## config.mk

```make
export PLATFORM = sky130hd
export DESIGN_NAME = srx_top
export DESIGN_NICKNAME = d
export VERILOG_FILES = /design/src/rtl/srx_pkg.sv /design/src/rtl/srx_dp.sv /design/src/rtl/srx_ctrl.sv /design/src/rtl/srx_top.sv
export SDC_FILE = /design/constraint.sdc
export NUM_CORES = 1
export LEC_CHECK = 0
export BUFFER_PORTS_ARGS = -buffer_cell sky130_fd_sc_hd__clkbuf_2
export CORE_MARGIN = 2
export CORE_UTILIZATION = 50
export DETAILED_ROUTE_END_ITERATION = 10
export PLACE_DENSITY = 0.75
export SETUP_SLACK_MARGIN = 0.2
export SYNTH_ARGS = -nofsm -noshare
export SYNTH_HDL_FRONTEND = slang
export SYNTH_SLANG_ARGS = --single-unit
```

## constraint.sdc

```tcl
create_clock -name clk -period 1.7 [get_ports clk]
set_clock_uncertainty 0.15 [all_clocks]
set_input_delay 0.425 -clock clk [delete_from_list [all_inputs] [get_ports clk]]
set_output_delay 0.425 -clock clk [all_outputs]
set_load 0.05 [all_outputs]
```

## src/rtl/srx_pkg.sv

```systemverilog
package srx_pkg;
  localparam int MAX_DATA = 9;
  localparam int IDX_W = 4;

  typedef enum logic [1:0] {RX_IDLE, RX_BITS, RX_DONE} srx_state_t;

  typedef struct packed {
    logic             clearSh;
    logic             capBit;
    logic             capPar;
    logic             loadBuf;
    logic             bitVal;
    logic [IDX_W-1:0] bitIdx;
  } srx_stb_t;
endpackage

```

## src/rtl/srx_dp.sv

```systemverilog
module srx_dp
  import srx_pkg::*;
(
  input  logic       clk,
  input  logic       rstN,
  input  srx_stb_t   stb,
  input  logic       parityOdd,
  output logic       shBit9,
  output logic       parityBad,
  output logic [7:0] rxData,
  output logic       rxBit9
);
  logic [MAX_DATA-1:0] shReg;
  logic                parReg;

  for (genvar i = 0; i < MAX_DATA; i++) begin : g_bit
    always_ff @(posedge clk or negedge rstN) begin
      if (!rstN) shReg[i] <= 1'b0;
      else if (stb.clearSh) shReg[i] <= 1'b0;
      else if (stb.capBit && stb.bitIdx == IDX_W'(i)) shReg[i] <= stb.bitVal;
    end
  end

  always_ff @(posedge clk or negedge rstN) begin
    if (!rstN) parReg <= 1'b0;
    else if (stb.clearSh) parReg <= 1'b0;
    else if (stb.capPar) parReg <= stb.bitVal;
  end

  always_ff @(posedge clk or negedge rstN) begin
    if (!rstN) begin
      rxData <= '0;
      rxBit9 <= 1'b0;
    end else if (stb.loadBuf) begin
      rxData <= shReg[7:0];
      rxBit9 <= shReg[MAX_DATA-1];
    end
  end

  assign shBit9    = shReg[MAX_DATA-1];
  assign parityBad = (^shReg) ^ parReg ^ parityOdd;


  bit_index_chk: assert property (@(posedge clk) disable iff (!rstN)
    stb.capBit |-> (stb.bitIdx < IDX_W'(MAX_DATA)));
endmodule

```

## src/rtl/srx_ctrl.sv

```systemverilog
module srx_ctrl
  import srx_pkg::*;
#(
  parameter int SYNC_STAGES = 2
) (
  input  logic       clk,
  input  logic       rstN,
  input  logic       serClk,
  input  logic       rawData,
  input  logic       diagMode,
  input  logic [1:0] fmtSel,
  input  logic       parityEn,
  input  logic       twoStop,
  input  logic       rdBuf,
  input  logic       statRd,
  input  logic       atnWr,
  input  logic       atnWrData,
  input  logic       shBit9,
  input  logic       parityBad,
  output srx_stb_t   stb,
  output logic       rxFull,
  output logic       overrun,
  output logic       parityErr,
  output logic       atnBit
);
  logic [SYNC_STAGES-1:0] clkSync, datSync;
  logic clkPrev, clkNow, datNow, fallEdge, riseEdge;
  srx_state_t state, stateNxt;
  logic [IDX_W-1:0] bitCnt, bitCntNxt, nBits, lastIdx;
  logic parOn, atnActive, addrHit, markBad;

  for (genvar i = 0; i < SYNC_STAGES; i++) begin : g_sync
    if (i == 0) begin : g_first
      always_ff @(posedge clk or negedge rstN) begin
        if (!rstN) begin
          clkSync[0] <= 1'b1;
          datSync[0] <= 1'b1;
        end else begin
          clkSync[0] <= serClk;
          datSync[0] <= rawData;
        end
      end
    end else begin : g_next
      always_ff @(posedge clk or negedge rstN) begin
        if (!rstN) begin
          clkSync[i] <= 1'b1;
          datSync[i] <= 1'b1;
        end else begin
          clkSync[i] <= clkSync[i-1];
          datSync[i] <= datSync[i-1];
        end
      end
    end
  end

  assign clkNow   = clkSync[SYNC_STAGES-1];
  assign datNow   = datSync[SYNC_STAGES-1];
  assign fallEdge = clkPrev & ~clkNow;
  assign riseEdge = ~clkPrev & clkNow;

  always_comb begin
    if (diagMode) nBits = IDX_W'(MAX_DATA);
    else begin
      unique case (fmtSel)
        2'b00:   nBits = IDX_W'(7);
        2'b01:   nBits = IDX_W'(8);
        default: nBits = IDX_W'(9);
      endcase
    end
  end

  assign parOn     = parityEn & ~diagMode;
  assign lastIdx   = nBits + IDX_W'(parOn) + (twoStop ? IDX_W'(2) : IDX_W'(1)) - IDX_W'(1);
  assign atnActive = atnBit && (nBits == IDX_W'(MAX_DATA)) && !parOn;

  always_comb begin
    stb        = '0;
    stb.bitIdx = bitCnt;
    stb.bitVal = datNow;
    stateNxt   = state;
    bitCntNxt  = bitCnt;
    addrHit    = 1'b0;
    markBad    = 1'b0;
    unique case (state)
      RX_IDLE: begin
        if (fallEdge && !datNow) begin
          stb.clearSh = 1'b1;
          stateNxt    = RX_BITS;
          bitCntNxt   = '0;
        end
      end
      RX_BITS: begin
        if (fallEdge) begin
          stb.capBit = (bitCnt < nBits);
          stb.capPar = parOn && (bitCnt == nBits);
          bitCntNxt  = bitCnt + IDX_W'(1);
          if (bitCnt == lastIdx) stateNxt = RX_DONE;
        end
      end
      default: begin
        if (riseEdge) begin
          stateNxt    = RX_IDLE;
          stb.loadBuf = !(atnActive && !shBit9);
          addrHit     = atnActive && shBit9;
          markBad     = parOn && parityBad;
        end
      end
    endcase
  end

  always_ff @(posedge clk or negedge rstN) begin
    if (!rstN) begin
      state     <= RX_IDLE;
      bitCnt    <= '0;
      clkPrev   <= 1'b1;
      rxFull    <= 1'b0;
      overrun   <= 1'b0;
      parityErr <= 1'b0;
      atnBit    <= 1'b0;
    end else begin
      state   <= stateNxt;
      bitCnt  <= bitCntNxt;
      clkPrev <= clkNow;
      if (stb.loadBuf) rxFull <= 1'b1;
      else if (rdBuf) rxFull <= 1'b0;
      if (stb.loadBuf && rxFull && !rdBuf) overrun <= 1'b1;
      else if (statRd) overrun <= 1'b0;
      if (stb.loadBuf && markBad) parityErr <= 1'b1;
      else if (statRd) parityErr <= 1'b0;
      if (atnWr) atnBit <= atnWrData;
      else if (addrHit) atnBit <= 1'b0;
    end
  end


  full_after_load_chk: assert property (@(posedge clk) disable iff (!rstN)
    stb.loadBuf |=> rxFull);

  read_clears_chk: assert property (@(posedge clk) disable iff (!rstN)
    (rdBuf && !stb.loadBuf) |=> !rxFull);

  overrun_cause_chk: assert property (@(posedge clk) disable iff (!rstN)
    $rose(overrun) |-> $past(stb.loadBuf && rxFull));

  parity_cause_chk: assert property (@(posedge clk) disable iff (!rstN)
    $rose(parityErr) |-> $past(stb.loadBuf));

  atn_drop_chk: assert property (@(posedge clk) disable iff (!rstN)
    (state == RX_DONE && riseEdge && atnActive && !shBit9) |-> !stb.loadBuf);

  atn_autoclear_chk: assert property (@(posedge clk) disable iff (!rstN)
    (stb.loadBuf && atnActive && !atnWr) |=> !atnBit);
endmodule

```

## src/rtl/srx_top.sv

```systemverilog
module srx_top
  import srx_pkg::*;
#(
  parameter int SYNC_STAGES = 2
) (
  input  logic       clk,
  input  logic       rstN,
  input  logic       serClk,
  input  logic       serData,
  input  logic       loopData,
  input  logic       diagMode,
  input  logic [1:0] fmtSel,
  input  logic       parityEn,
  input  logic       parityOdd,
  input  logic       twoStop,
  input  logic       irqEn,
  input  logic       rdBuf,
  input  logic       statRd,
  input  logic       atnWr,
  input  logic       atnWrData,
  output logic [7:0] rxData,
  output logic       rxBit9,
  output logic       rxFull,
  output logic       overrun,
  output logic       parityErr,
  output logic       atnBit,
  output logic       irq
);
  srx_stb_t stb;
  logic shBit9, parityBad, rawData;

  assign rawData = diagMode ? loopData : serData;

  srx_ctrl #(.SYNC_STAGES(SYNC_STAGES)) u_ctrl (
    .clk(clk), .rstN(rstN), .serClk(serClk), .rawData(rawData),
    .diagMode(diagMode), .fmtSel(fmtSel), .parityEn(parityEn), .twoStop(twoStop),
    .rdBuf(rdBuf), .statRd(statRd), .atnWr(atnWr), .atnWrData(atnWrData),
    .shBit9(shBit9), .parityBad(parityBad), .stb(stb),
    .rxFull(rxFull), .overrun(overrun), .parityErr(parityErr), .atnBit(atnBit)
  );

  srx_dp u_dp (
    .clk(clk), .rstN(rstN), .stb(stb), .parityOdd(parityOdd),
    .shBit9(shBit9), .parityBad(parityBad), .rxData(rxData), .rxBit9(rxBit9)
  );

  assign irq = rxFull & irqEn;


  irq_gate_chk: assert property (@(posedge clk) disable iff (!rstN)
    irq |-> (rxFull && irqEn));
endmodule

```

* Word level (Yosys, flattened, before mapping)
Index checks and enable logic that the tools add are counted.
** Word-level totals
- Output and inout port bits :: 14
- Register bits :: 34
- Input bits :: 16
- Logic and storage cells :: 149
** Cells by class
- Multiplexer cells :: 49
- Add/sub/neg operators :: 4
- Bitwise logic cells :: 9
- Equality and inequality tests :: 16
- Reduce and logical (&&, ||, !) cells :: 47
- Order comparisons :: 1
** Operators with widths (number)
- 1-bit 2-to-1 mux :: 36
- 2-bit nonzero test :: 15
- 1-bit logical AND :: 19
- 4-bit by 3-bit == test with 1-bit output (second input constant) :: 4
- 4-bit one-hot mux with 2 select lines :: 2
- 2-bit 2-to-1 mux :: 7
- 4-bit 2-to-1 mux :: 3
- 9-bit XOR reduction :: 1
- 4-bit by 2-bit == test with 1-bit output (second input constant) :: 2
- 4-bit == test :: 2
- 4-bit == test (second input constant) :: 2
- 2-bit by 1-bit != test with 1-bit output (second input constant) :: 3
- 1-bit zero test :: 5
- 4-bit by 1-bit adder with 4-bit output :: 1
- 4-bit by 1-bit adder with 4-bit output (second input constant) :: 1
- 4-bit adder :: 1
- 1-bit AND :: 4
- 2-bit by 1-bit == test with 1-bit output (second input constant) :: 2
- 4-bit by 1-bit == test with 1-bit output (second input constant) :: 1
- 2-bit zero test :: 2
- 4-bit zero test :: 1
- 4-bit < comparator :: 1
- 2-bit one-hot mux with 2 select lines :: 1
- 4-bit AND reduction :: 1
- other kinds (6) :: 9

* Longest topological paths before layout
Gate-level depths: netlist of the first run.
- Depth after elaboration :: 13
- Depth in mapped cells :: 11
- Depth with buffers taken out :: 11

* Modules after synthesis
From an unflattened synthesis of the first run, not the netlist that was laid out.
** Unflattened totals
- Cells, all modules :: 175
- Area total of the unflattened synthesis :: 1858.0 sq um
** Modules (own cells, without submodules)
- srx_dp :: times used 1, area an instance 947.2 sq um, seq. area each 475.5 sq um, cells an instance 85
- srx_ctrl :: times used 1, area an instance 889.6 sq um, seq. area each 381.6 sq um, cells an instance 88
- srx_top :: times used 1, area an instance 21.3 sq um, seq. area each 0.0 sq um, cells an instance 2

* Worst setup path before layout of the first run
No wires, ideal clock.
- Path type :: input-to-reg
- Start :: input port diagMode
- End :: register u_ctrl.state[0]
- Stages on the path :: 7
- Setup slack :: -0.740 ns
- Required time :: 1.425 ns
- Buffers on the path :: 0
- Library setup time :: 0.125 ns
- Arrival time :: 2.165 ns
- Cells stage by stage :: or3_1 ha_1 fa_1 xnor2_1 xnor2_1 nor3_1 nor2_1
** On the way
- Cells in the longest elaborated chain, start to end :: 8
- Elaborated cells on any way between the ends :: 9
- Classes of those cells :: 3 x add/sub; 2 x eq/ne; 1 x mux; 2 x bitwise; 1 x reduce/logical
** RTL lines
- start: declaration :: line srx_top.sv:11 : input logic diagMode,
- 1-bit NOT :: line srx_ctrl.sv:72 : assign parOn = parityEn & ~diagMode;
- 1-bit AND :: line srx_ctrl.sv:72
- 4-bit by 1-bit adder with 4-bit output (*) :: line srx_ctrl.sv:73 : assign lastIdx = nBits + IDX_W'(parOn) + (twoStop ? IDX_W'(2) : IDX_W'(1)) - IDX_W'(1);
- 4-bit adder (*) :: line srx_ctrl.sv:73
- 4-bit by 1-bit subtractor with 4-bit output (*) :: line srx_ctrl.sv:73
- 4-bit == test (*) :: line srx_ctrl.sv:97 : if (bitCnt == lastIdx) stateNxt = RX_DONE;
- 2-bit by 1-bit != test with 1-bit output (no source line) (*)
- 4-bit AND reduction (no source line) (*)
- end signal: assignment :: line srx_ctrl.sv:121 : state <= stateNxt;
- end: declaration :: line srx_ctrl.sv:28 : srx_state_t state, stateNxt;
Every way passes the cells marked *; elsewhere a longest branch is shown, timed or not.
A chain may end at the register's enable or synchronous reset.

* Worst setup path after layout of the first run
- Start :: input port fmtSel[0]
- End :: register u_ctrl.state[0]
** On the way
- Cells in the longest elaborated chain, start to end :: 9
- Elaborated cells on any way between the ends :: 10
- Classes of those cells :: 3 x add/sub; 3 x eq/ne; 2 x mux; 2 x reduce/logical
** RTL lines
- start: declaration :: line srx_top.sv:12 : input logic [1:0] fmtSel,
- 2-bit by 1-bit == test with 1-bit output or 2-bit zero test (tied branches) :: line srx_ctrl.sv:64 : unique case (fmtSel)
- 4-bit one-hot mux with 2 select lines (*) :: line srx_ctrl.sv:64
- 4-bit 2-to-1 mux (*) :: line srx_ctrl.sv:62 : if (diagMode) nBits = IDX_W'(MAX_DATA);
- 4-bit by 1-bit adder with 4-bit output (*) :: line srx_ctrl.sv:73
- 4-bit adder (*) :: line srx_ctrl.sv:73
- 4-bit by 1-bit subtractor with 4-bit output (*) :: line srx_ctrl.sv:73
- 4-bit == test (*) :: line srx_ctrl.sv:97
- 2-bit by 1-bit != test with 1-bit output (no source line) (*)
- 4-bit AND reduction (no source line) (*)
Marks and branches as above.

==> implementation parameters, run 1 <==
Parameter                              Value

Floorplanning
  Placeable core region ... 3630 um^2
  Die area ... approximately 4300 um^2
  Overall die height ... around 65 um
  Io pins ... 30
  Standard-cell row count ... 22
  Die span in x ... 65.4 um
  Starting density of the core ... about 52%

Cells and area
  Synthesis-to-layout area growth ... 46.4%
  Final cell count without fillers ... around 290
  Fin nets ... 271
  Antenna diode count ... 0
  Final Core Density ... between 70% and 80%
  Fraction of final layout cells with drive strength greater than 1 ... about half

Worst setup path
  Destination of the worst register-to-register timing path ... u_dp.shReg[6]$_DFFE_PN0P_
  Critical Path RT ... approximately 1.7 ns
  Crit-path max FO ... 4
  Reg-to-reg slack, setup ... -0.10 ns
  Type of origin of the critical path ... input port
  Critical Path AT ... approximately 2.2 ns
  Critical path endpoint category ... flop
  Crit path kind ... input port to flop
  Worst Reg2Reg Path Length in Cells ... 6
  Launch point of the worst path ... fmtSel[0]
  End point of the critical path ... u_ctrl.state[0]$_DFFE_PN0P_
  Startpoint of the lowest-slack register-to-register path ... u_ctrl.bitCnt[1]$_DFFE_PN0P_

Logic synthesis
  Share of flip-flops with an asynchronous set or reset ... 100%
  Post-synth net total ... around 200
  Number of different library cells in the post-synthesis netlist ... 34
  Number of flip-flops and latches in the synthesized netlist ... 34
  Flip-flop cell with the highest count after synthesis ... sky130_fd_sc_hd__dfrtp_1
  Post-Synthesis Mean Instance Area ... about 11 um^2
  Yosys Warn Count ... 0
  Gate Count Post-Synth ... between 150 and 200
  Combinational family with the most area after synthesis ... simple AND/OR/NAND/NOR gates
  Xor and xnor area share after synthesis ... under 10%
  Fraction of synthesized area in multiplexers ... around 11%
  Sequential cell area fraction in the yosys report ... between 40% and 50%
  Cell area after technology mapping ... between 1500 and 2000 um^2
  Post-Synth Simple-Gate Area ... about 16%
  EDFF count, synth ... 0
  Adder-cell share of the synthesized area ... a little under a tenth
  Share of the synthesized area in compound gates (AO/OA/AOI/OAI) ... 7.16%

CTS
  Clock root buffer master ... sky130_fd_sc_hd__clkbuf_8
  CTS H-Tree Depth ... 2
  Clock buffer depth ... 2
  Clock network latency to the later pin of the worst-skew pair ... roughly 0.29 ns
  Clock input transition at the sequential cells of the worst setup and hold paths ... about 0.070 ns
  Clock sink count ... 34
  Clock tree from TritonCTS ... done
  Clock buffers created by TritonCTS ... 5

Timing
  RSZ-0062 raised after global routing ... yes
  Setup_tns ... -5.09 ns
  Least-Margin Pin Slew ... between 0.3 and 0.4 ns
  Worst setup slack after layout ... -0.463 ns
  Time the worst path needs with I/O delays and setup ... ~2.2 ns
  Final period util ... 127%
  Final setup violation count ... 12
  Max Slew Vio Count ... 0
  Worst hold slack ... 0.0631 ns
  Final hold violation count ... 0
  Max transition margin ... approximately three quarters
  Highest attainable clock frequency ... around 460 MHz

Worst hold path
  Class of the worst hold path ... input port to flop

Global routing
  GRT overflow ... 0
  Number of antenna violations at the first check in global routing ... 0
  GR Layer Usage met2 ... between 30% and 40%
  Via count of the first global-routing pass ... about 1500
  Layer with the highest usage ... met2
  Total global-route track usage ... a little over a fifth
  First-pass GRT wire length ... between 6 and 7 mm
  Met1 usage ... 24.5%
  Met3 Resource Use GR ... 5.99%
  Largest net degree at the start of global routing ... 22

Detailed routing
  Number of design-rule violations left by the first detailed-router iteration ... 70
  Vias ... ~1500
  Average wire per standard cell ... about 16 um
  Antenna viol nets, final ... 0
  Routed via count divided by cell count ... ~5.3
  Residual DRC count ... 0
  Total Wirelength ... about 4.6 mm
  Number of search-and-repair iterations in the first detailed-routing pass ... 4

Placement
  Port-buffer cells ... 29
  Detail Placement HPWL ... 3.05 mm
  Cell total after placement ... 275
  Setup slack at placement ... -0.831 ns
  Final estimated routing congestion in global placement ... between 0.8 and 0.9

Power
  Power density of the placed cells ... roughly 1600 nW/um^2
  Leakage power total ... ~1.4 nW
  Worst vdd rail ir drop ... ~0.90 mV

Status
  Failing checks ... setup timing
  Outcome ... finished, violations left

Flow run
  Number of maximum-capacitance violations ... 0
[flip-flops by register name, indices dropped and copies added, names as in the netlist]
signal	cells
u_dp.rxData	8
u_dp.shReg	8
u_ctrl.bitCnt	4
u_ctrl.state	2
u_ctrl.atnBit	1
u_ctrl.clkNow	1
u_ctrl.clkPrev	1
u_ctrl.clkSync	1
u_ctrl.datNow	1
u_ctrl.datSync	1
u_ctrl.overrun	1
u_ctrl.parityErr	1
u_ctrl.rxFull	1
u_dp.parReg	1
u_dp.rxBit9	1
u_dp.shBit9	1
[per-stage QoR]
| stage | area, um^2 | total power, mW |
|---|---|---|
| 6_report | 2760 | 4.45 |
| 4_1_cts | 2610 | 4.25 |
| 3_3_place_gp | 2380 | 3.34 |
| 2_1_floorplan | 1990 | 2.86 |
| 3_5_place_dp | 2380 | 3.43 |
| 5_1_grt | 2760 | 4.71 |
[per-layer routing]
metal  vias to the layer above  wire length, um
met5                         -                0
met4                         0              107
met3                        10              196
met2                        43             2510
met1                       744             1810
li1                        739                -
[layout by cell type (no fill, tap or decap), drive strengths merged]
cell type	n
a21o	2
a21oi	1
a22o	4
a31oi	2
and2	3
and3	2
buf	36
clkbuf	30
clkinv	1
dfrtp	29
dfstp	5
dlygate4sd3	1
fa	2
ha	11
inv	14
mux2	11
mux2i	8
nand2	20
nand2b	2
nand3	5
nand4	9
nor2	7
nor2b	7
nor3	2
nor3b	1
o21a	1
o21ai	9
o22ai	2
or3	1
xnor2	14
xor2	1
[final cells by class]
class	count	area, um^2
fill	230	871
sequential	34	862
clock inverter	1	5.00
inverter	14	52.6
timing repair buffer	60	489
clock buffer	7	86.3
multi-input combinational	127	1210
tap	48	60.1
[report_power, final]
part | internal (mW) | leakage (nW) | switching, mW
Sequential | 1.10 | 0.379 | 0.253
Combinational | 1.17 | 0.924 | 1.30
Clock | 0.327 | 0.0482 | 0.303
Total | 2.60 | 1.35 | 1.86
[cell usage after synthesis (4+ instances only)]
cell type,n,area share (%)
sky130_fd_sc_hd__dfrtp_1,29,38
sky130_fd_sc_hd__nand2_1,20,4.0
sky130_fd_sc_hd__inv_1,14,2.8
sky130_fd_sc_hd__xnor2_1,14,6.5
sky130_fd_sc_hd__ha_1,11,7.3
sky130_fd_sc_hd__mux2_2,10,6.0
sky130_fd_sc_hd__nand4_1,9,3.0
sky130_fd_sc_hd__mux2i_1,8,4.2
sky130_fd_sc_hd__nor2_1,7,1.4
sky130_fd_sc_hd__nor2b_1,6,2.0
sky130_fd_sc_hd__dfstp_2,5,7.0
sky130_fd_sc_hd__nand3_1,5,1.3
sky130_fd_sc_hd__o21ai_0,5,1.3
sky130_fd_sc_hd__a22o_1,4,1.9
[worst min path at each step]
| stage | cells past startpoint | startpoint | slack (ns) | endpoint |
|---|---|---|---|---|
| 2_1_floorplan | 0 | rstN | -0.02 | u_ctrl.atnBit$_DFFE_PN0P_ |
| 3_3_place_gp | 1 | rstN | 0.19 | u_dp.rxData[4]$_DFFE_PN0P_ |
| 3_5_place_dp | 0 | u_ctrl.clkSync[0]$_DFF_PN1_ | 0.20 | u_ctrl.clkNow$_DFF_PN1_ |
| 4_1_cts | 1 | serClk | 0.06 | u_ctrl.clkSync[0]$_DFF_PN1_ |
| 5_1_grt | 1 | serClk | 0.06 | u_ctrl.clkSync[0]$_DFF_PN1_ |
| 6_report | 1 | serClk | 0.06 | u_ctrl.clkSync[0]$_DFF_PN1_ |
[cell families (layout without fill, tap and decap cells)]
| logic type | Yosys count | after routing |
|---|---|---|
| AO/OA/AOI/OAI | 20 | 21 |
| XOR/XNOR | 15 | 15 |
| adder cells (fa/ha/maj) | 13 | 13 |
| buffers and inverters | 17 | 82 |
| flip-flops | 34 | 34 |
| multiplexers | 19 | 19 |
| AND/OR/NAND/NOR | 59 | 59 |
[critical path, cell delays in order]
cell	delay (ns)
sky130_fd_sc_hd__buf_6	0.09
sky130_fd_sc_hd__or3_4	0.42
sky130_fd_sc_hd__ha_4	0.26
sky130_fd_sc_hd__fa_2	0.52
sky130_fd_sc_hd__xnor2_1	0.11
sky130_fd_sc_hd__nand3_1	0.11
sky130_fd_sc_hd__nor3_2	0.19
sky130_fd_sc_hd__nor2_1	0.07
[what timing repair did]
item	in CTS	in global routing
resized for setup	27	32
setup buffers	2	4
cloned	1	0
pin swaps	9	19
hold endpoints to repair	13	0
endpoints found under the setup margin	38	31
hold buffers	1	0
(Power assumes the default switching activity.)
==> inputs of run 2 (changes only) <==
- TNS_END_PERCENT: not set -> 30
==> run 2 against run 1 <==
Effect of this change:
- first-iteration DRC count grew 49%
- sequential cell count is the same
- count of clock-buffer cells in the layout down 1
- sequential share of layout area up 2.0 points
- final area is 6.5% lower
- critical path depth stayed put
- utilization is 4.9 points lower
- register-to-register slack worse by 0.02 ns
- the run still ends with setup timing left
- via count fell by 0.72%
- setup slack lost 0.14 ns
- non-clock buffer count down 6
- total power shrank 5.6%
==> implementation parameters, run 2 (synthesized netlist as in run 1, its figures left out) <==
Parameter                              Value

Status
  Outcome ... finished, violations left
  Failing checks ... setup timing

Timing
  RSZ-0062 raised after global routing ... yes
  Worst setup slack after layout ... -0.607 ns
  Final period util ... 136%
  Final hold violation count ... 0
  Max transition margin ... a little under three quarters
  Final setup violation count ... 12
  Least-Margin Pin Slew ... ~0.43 ns
  Setup_tns ... -4.93 ns
  Highest attainable clock frequency ... around 430 MHz
  Time the worst path needs with I/O delays and setup ... between 2 and 2.5 ns
  Max Slew Vio Count ... 0

CTS
  Clock buffers created by TritonCTS ... 5
  Clock tree from TritonCTS ... done
  Clock input transition at the sequential cells of the worst setup and hold paths ... about 0.070 ns
  Clock sink count ... 34
  # hold bufs at CTS ... 0
  CTS H-Tree Depth ... 2
  Clock network latency to the later pin of the worst-skew pair ... 0.28 ns
  Clock buffer depth ... 2
  Clock root buffer master ... sky130_fd_sc_hd__clkbuf_8

Flow run
  Number of maximum-capacitance violations ... 0

Detailed routing
  DR WL met2 ... between 2 and 2.5 mm
  Routed via count divided by cell count ... 5.35
  Antenna viol nets, final ... 0
  Average wire per standard cell ... approximately 15 um
  Met3 routed wirelength ... between 150 and 200 um
  Total Wirelength ... about 4.2 mm
  Number of design-rule violations left by the first detailed-router iteration ... 104
  Uppermost layer routed ... met4
  Residual DRC count ... 0
  M1 WL ... 1.84 mm
  Vias ... about 1500
  Number of search-and-repair iterations in the first detailed-routing pass ... 4

Global routing
  First-pass GRT wire length ... between 7 and 8 mm
  Via count of the first global-routing pass ... between 1500 and 2000
  GRT overflow ... 0
  Largest net degree at the start of global routing ... 35
  Total global-route track usage ... 21.8%
  Number of antenna violations at the first check in global routing ... 0

Placement
  Setup slack at placement ... -0.818 ns
  Area of placed instances ... 2290 um^2
  Detail Placement HPWL ... a little under 3 mm
  Final estimated routing congestion in global placement ... between 0.7 and 0.8
  Port-buffer cells ... 29

Floorplanning
  Starting density of the core ... between 50% and 60%
  Placeable core region ... ~3600 um^2
  Die area ... 4280 um^2
  Io pins ... 30
  Standard-cell row count ... 22
  Die span in x ... approximately 65 um
  Overall die height ... 65.4 um

Worst setup path
  Crit path kind ... input port to flop
  Critical Path RT ... approximately 1.7 ns
  Critical Path AT ... around 2.3 ns
  Critical path endpoint category ... flop
  Crit-path max FO ... 4
  Type of origin of the critical path ... input port

Cells and area
  Most frequent cells in the layout ... 29 x sky130_fd_sc_hd__dfrtp_1, 25 x sky130_fd_sc_hd__buf_4, 18 x sky130_fd_sc_hd__nand2_1
  Synthesis-to-layout area growth ... 36.9%
  Footprint of the multi-input gates ... approximately 1100 um^2
  Most common cell after layout, fill and taps aside ... sky130_fd_sc_hd__dfrtp_1
  Fin nets ... 265
  Layout Cell Area excl Fill ... 2580 um^2
  Register area ... about 860 um^2
  Filler cell count ... roughly 270
  Registers with the most flip-flops ... u_dp.rxData (8), u_dp.shReg (8), u_ctrl.bitCnt (4)
  Fraction of final layout cells with drive strength greater than 1 ... a little over two fifths
  Antenna diode count ... 0

Power
  Total design power ... about 4.2 mW
  Worst vdd rail ir drop ... 0.791 mV
  Power density of the placed cells ... between 1500 and 2000 nW/um^2
  Leakage power total ... approximately 1.3 nW

Worst hold path
  Class of the worst hold path ... input port to async pin
-- run 2: layout make-up --
class	instances	area share, %
flip-flops and latches	34	33.2
multi-input cells	127	43.9
inverters	14	2.13
clock inverters	2	0.387
repair buffers	54	15.3
clock buffers	6	2.81
well taps	48	2.32
-- run 2: timing repair --
| item | in CTS | in global routing |
|---|---|---|
| cloned | 1 | 0 |
| pin swaps | 16 | 8 |
| gates resized for setup | 30 | 30 |
| setup buffers | 1 | 1 |
| endpoints found under the setup margin | 31 | 37 |
-- run 2: metal layers --
metal,GRT usage (%),vias to the layer above
li1,-,721
met1,27.9,738
met2,37.4,55
met3,4.11,11
met4,7.03,0
met5,0,-
-- run 2: metrics by stage --
step / cells / hold slack, ns / utilization, %
floorplan: 177 / -0.0206 / -
global placement: 274 / 0.197 / 63.1
detailed placement: 274 / 0.197 / 63.1
CTS: 284 / 0.0224 / 69.3
global route: 285 / 0.0503 / 71.1
finish: 285 / 0.0102 / 71.1
-- run 2: worst paths after layout --
check	startpoint	endpoint	cells past startpoint	slack [ns]
worst min-delay path	rstN	u_dp.shReg[2]$_DFFE_PN0P_	2	0.01
min in group clk	serClk	u_ctrl.clkSync[0]$_DFF_PN1_	1	0.07
worst max-delay path	diagMode	u_ctrl.state[1]$_DFFE_PN0P_	8	-0.61
worst min register to register	u_ctrl.clkSync[0]$_DFF_PN1_	u_ctrl.clkNow$_DFF_PN1_	0	0.21
max in group asynchronous	rstN	u_ctrl.clkPrev$_DFF_PN1_	2	1.05
worst max register to register	u_ctrl.bitCnt[1]$_DFFE_PN0P_	u_dp.shReg[1]$_DFFE_PN0P_	6	-0.12
-- run 2: worst max-delay path, cell delays in order --
cell and delay [ns]:
sky130_fd_sc_hd__buf_8 0.10, sky130_fd_sc_hd__or3_4 0.42, sky130_fd_sc_hd__buf_4 0.16, sky130_fd_sc_hd__fa_1 0.49
sky130_fd_sc_hd__a31oi_1 0.12, sky130_fd_sc_hd__xnor2_1 0.34, sky130_fd_sc_hd__nor3_2 0.10, sky130_fd_sc_hd__a21o_1 0.17
-- run 2: where the power goes --
group | switching (mW) | total [mW] | internal (mW)
registers | 0.235 | 1.33 | 1.09
logic | 1.25 | 2.30 | 1.05
clock network | 0.288 | 0.572 | 0.284
total | 1.78 | 4.20 | 2.42
==> inputs of run 3 (changes only) <==
- BUFFER_PORTS_ARGS: -buffer_cell sky130_fd_sc_hd__clkbuf_2 -> -buffer_cell sky130_fd_sc_hd__buf_2
- SETUP_SLACK_MARGIN: 0.2 -> not set
- SLEW_MARGIN: not set -> 20
==> run 3 against run 2 <==
Effect of this change:
- sequential share of layout area grew 0.77 points
- final cell count stayed put
- total power fell by 3.0%
- wire length fell by 7.6%
- highest routed layer unchanged
- fmax up 5.3%
- register-to-register slack improved by 0.02 ns
- the run still ends with setup timing left
- setup slack gained 0.12 ns
- sequential cell count stayed put
- largest power group unchanged
- utilization fell by 1.6 points
- critical path depth is the same
- combinational power decreased by 6%
==> implementation parameters, run 3 (synthesized netlist as in run 1, its figures left out) <==
Parameter                              Value

Worst setup path
  Destination of the worst register-to-register timing path ... u_dp.shReg[1]$_DFFE_PN0P_
  Reg-to-reg slack, setup ... -0.10 ns
  Worst Reg2Reg Path Length in Cells ... 6
  Crit-path max FO ... 4
  Dominant delay contributor by cell family on the critical path ... adder cells
  Type of origin of the critical path ... input port
  Critical Path AT ... 2.26 ns
  Critical Path RT ... approximately 1.8 ns
  Startpoint of the lowest-slack register-to-register path ... u_ctrl.bitCnt[1]$_DFFE_PN0P_
  Sum of buffers and inverters on the critical path ... 1
  Cell with the largest stage delay on the worst path ... sky130_fd_sc_hd__fa_2
  Critical path endpoint category ... flop
  Worst-path cell chain ... buf_6 -> or3_4 -> ha_4 -> fa_2 -> xnor2_2 -> nand3_1 -> nor3_2 -> a21o_1
  Crit path kind ... input port to flop
  CP max stage delay ... 0.54 ns

Flow run
  Number of maximum-capacitance violations ... 0

Timing
  Setup_tns ... -5.15 ns
  Highest attainable clock frequency ... between 400 and 500 MHz
  Least-Margin Pin Slew ... around 0.43 ns
  Worst setup slack after layout ... -0.490 ns
  Max Slew Vio Count ... 0
  Final hold violation count ... 0
  Max transition margin ... between 70% and 80%
  Final period util ... 129%
  Time the worst path needs with I/O delays and setup ... around 2.2 ns
  Final setup violation count ... 12
  RSZ-0062 raised after global routing ... yes

Power
  Leakage power total ... ~1.2 nW
  Power density of the placed cells ... between 1500 and 2000 nW/um^2
  Gate power share ... between 50 and 60%
  Cell-internal power ... roughly 2.4 mW
  Net switching power figure ... roughly 1.7 mW
  Total design power ... 4.07 mW
  Proportion of total power due to net switching ... a little over two fifths
  Sequential share of power ... approximately a third
  Worst vdd rail ir drop ... about 0.75 mV
  Part of the power in the clock network ... between 10 and 15%

CTS
  Clock root buffer master ... sky130_fd_sc_hd__clkbuf_8
  Clock network latency to the later pin of the worst-skew pair ... between 0.2 and 0.3 ns
  Clock buffers created by TritonCTS ... 5
  Clock input transition at the sequential cells of the worst setup and hold paths ... roughly 0.070 ns
  Clock sink count ... 34
  Clock tree from TritonCTS ... done
  CTS H-Tree Depth ... 2
  Clock buffer depth ... 2

Global routing
  Total global-route track usage ... about a fifth
  GRT overflow ... 0
  Number of antenna violations at the first check in global routing ... 0
  Via count of the first global-routing pass ... 1410
  Largest net degree at the start of global routing ... 35
  First-pass GRT wire length ... ~6.4 mm

Cells and area
  Footprint of the multi-input gates ... around 1100 um^2
  Synthesis-to-layout area growth ... 33.8%
  Filler cell count ... 287
  Fraction of final layout cells with drive strength greater than 1 ... around 43%
  Most common cell after layout, fill and taps aside ... sky130_fd_sc_hd__dfrtp_1
  Registers with the most flip-flops ... u_dp.rxData (8), u_dp.shReg (8), u_ctrl.bitCnt (4)
  Register area ... 857 um^2
  Most frequent cells in the layout ... 29 x sky130_fd_sc_hd__dfrtp_1, 26 x sky130_fd_sc_hd__buf_2, 25 x sky130_fd_sc_hd__buf_4
  Fin nets ... about 270
  Final cell count without fillers ... 285
  Antenna diode count ... 0
  Layout Cell Area excl Fill ... about 2500 um^2
  Final Core Density ... between 60% and 70%

Floorplanning
  Starting density of the core ... about half
  Io pins ... 30
  Placeable core region ... 3630 um^2
  Die area ... between 4000 and 5000 um^2
  Overall die height ... 65.4 um
  Die span in x ... between 60 and 70 um
  Standard-cell row count ... 22

Placement
  Final estimated routing congestion in global placement ... ~0.8
  Cell total after placement ... about 270
  Area of placed instances ... roughly 2300 um^2
  Detail Placement HPWL ... 2.82 mm
  Port-buffer cells ... 29

Status
  Outcome ... finished, violations left
  Failing checks ... setup timing

Detailed routing
  Average wire per standard cell ... approximately 14 um
  Antenna viol nets, final ... 0
  Number of design-rule violations left by the first detailed-router iteration ... 65
  Number of search-and-repair iterations in the first detailed-routing pass ... 4
  Routed via count divided by cell count ... roughly 5.2
  Vias ... 1485
  Residual DRC count ... 0
  Total Wirelength ... between 3 and 4 mm

Worst hold path
  Class of the worst hold path ... input port to async pin
==> run 3: cell types whose count changed in the layout (fill, tap and decap cells not counted), moves of 8 or more <==
cell / change
sky130_fd_sc_hd__buf_2: +22
sky130_fd_sc_hd__clkbuf_2: -13
sky130_fd_sc_hd__clkbuf_4: -8
sky130_fd_sc_hd__mux2_2: +8
sky130_fd_sc_hd__mux2_4: -8
==> run 3: per-stage QoR <==
step | hold slack [ns] | worst slack (ns)
after CTS | 0.0219 | -0.427
after floorplan | -0.0206 | -0.584
final | 0.0116 | -0.490
after detailed placement | 0.200 | -0.859
after global placement | 0.198 | -0.743
after global routing | 0.0366 | -0.553
==> run 3: timing repair <==
| item | CTS | global route |
|---|---|---|
| pin swaps | 16 | 5 |
| cloned | 1 | 0 |
| hold buffers | 0 | 0 |
| resized for setup | 15 | 10 |
| buffers inserted | 1 | 1 |
| setup endpoints to repair | 20 | 25 |
==> run 3: final cells by class <==
type                    count  share of cell area [%]
multi-input cells         127                    44.0
well taps                  48                    2.38
flip-flops and latches     34                    33.9
inverters                  14                    2.08
repair buffers             54                    14.1
clock buffers               8                    3.57
==> run 3: worst max-delay path by stage <==
stage | end | slack [ns] | start | cells after the start
6_report | u_ctrl.state[1]$_DFFE_PN0P_ | -0.49 | fmtSel[1] | 8
5_1_grt | u_ctrl.state[0]$_DFFE_PN0P_ | -0.55 | fmtSel[1] | 8
4_1_cts | u_ctrl.state[0]$_DFFE_PN0P_ | -0.43 | diagMode | 8
3_5_place_dp | u_ctrl.state[1]$_DFFE_PN0P_ | -0.86 | diagMode | 12
3_3_place_gp | u_ctrl.state[0]$_DFFE_PN0P_ | -0.74 | diagMode | 12
2_1_floorplan | u_ctrl.state[0]$_DFFE_PN0P_ | -0.58 | fmtSel[1] | 7
==> run 3: power groups by stage <==
| stage | Sequential, mW | Combinational [mW] | Clock (mW) |
|---|---|---|---|
| 2_1_floorplan | 1.70 | 1.07 | 0 |
| 3_5_place_dp | 1.31 | 2.00 | 0 |
| 4_1_cts | 1.30 | 2.09 | 0.610 |
| 5_1_grt | 1.35 | 2.33 | 0.658 |
| 3_3_place_gp | 1.30 | 1.95 | 0 |
| 6_report | 1.31 | 2.16 | 0.603 |
==> run 3: routing by layer <==
metal  up-vias  track usage [%]  wire length, um
met2        31             33.2             1950
met3         7             5.31              171
li1        731                -                -
met1       716             25.6             1740
met5         -                0                0
met4         0             5.21               42
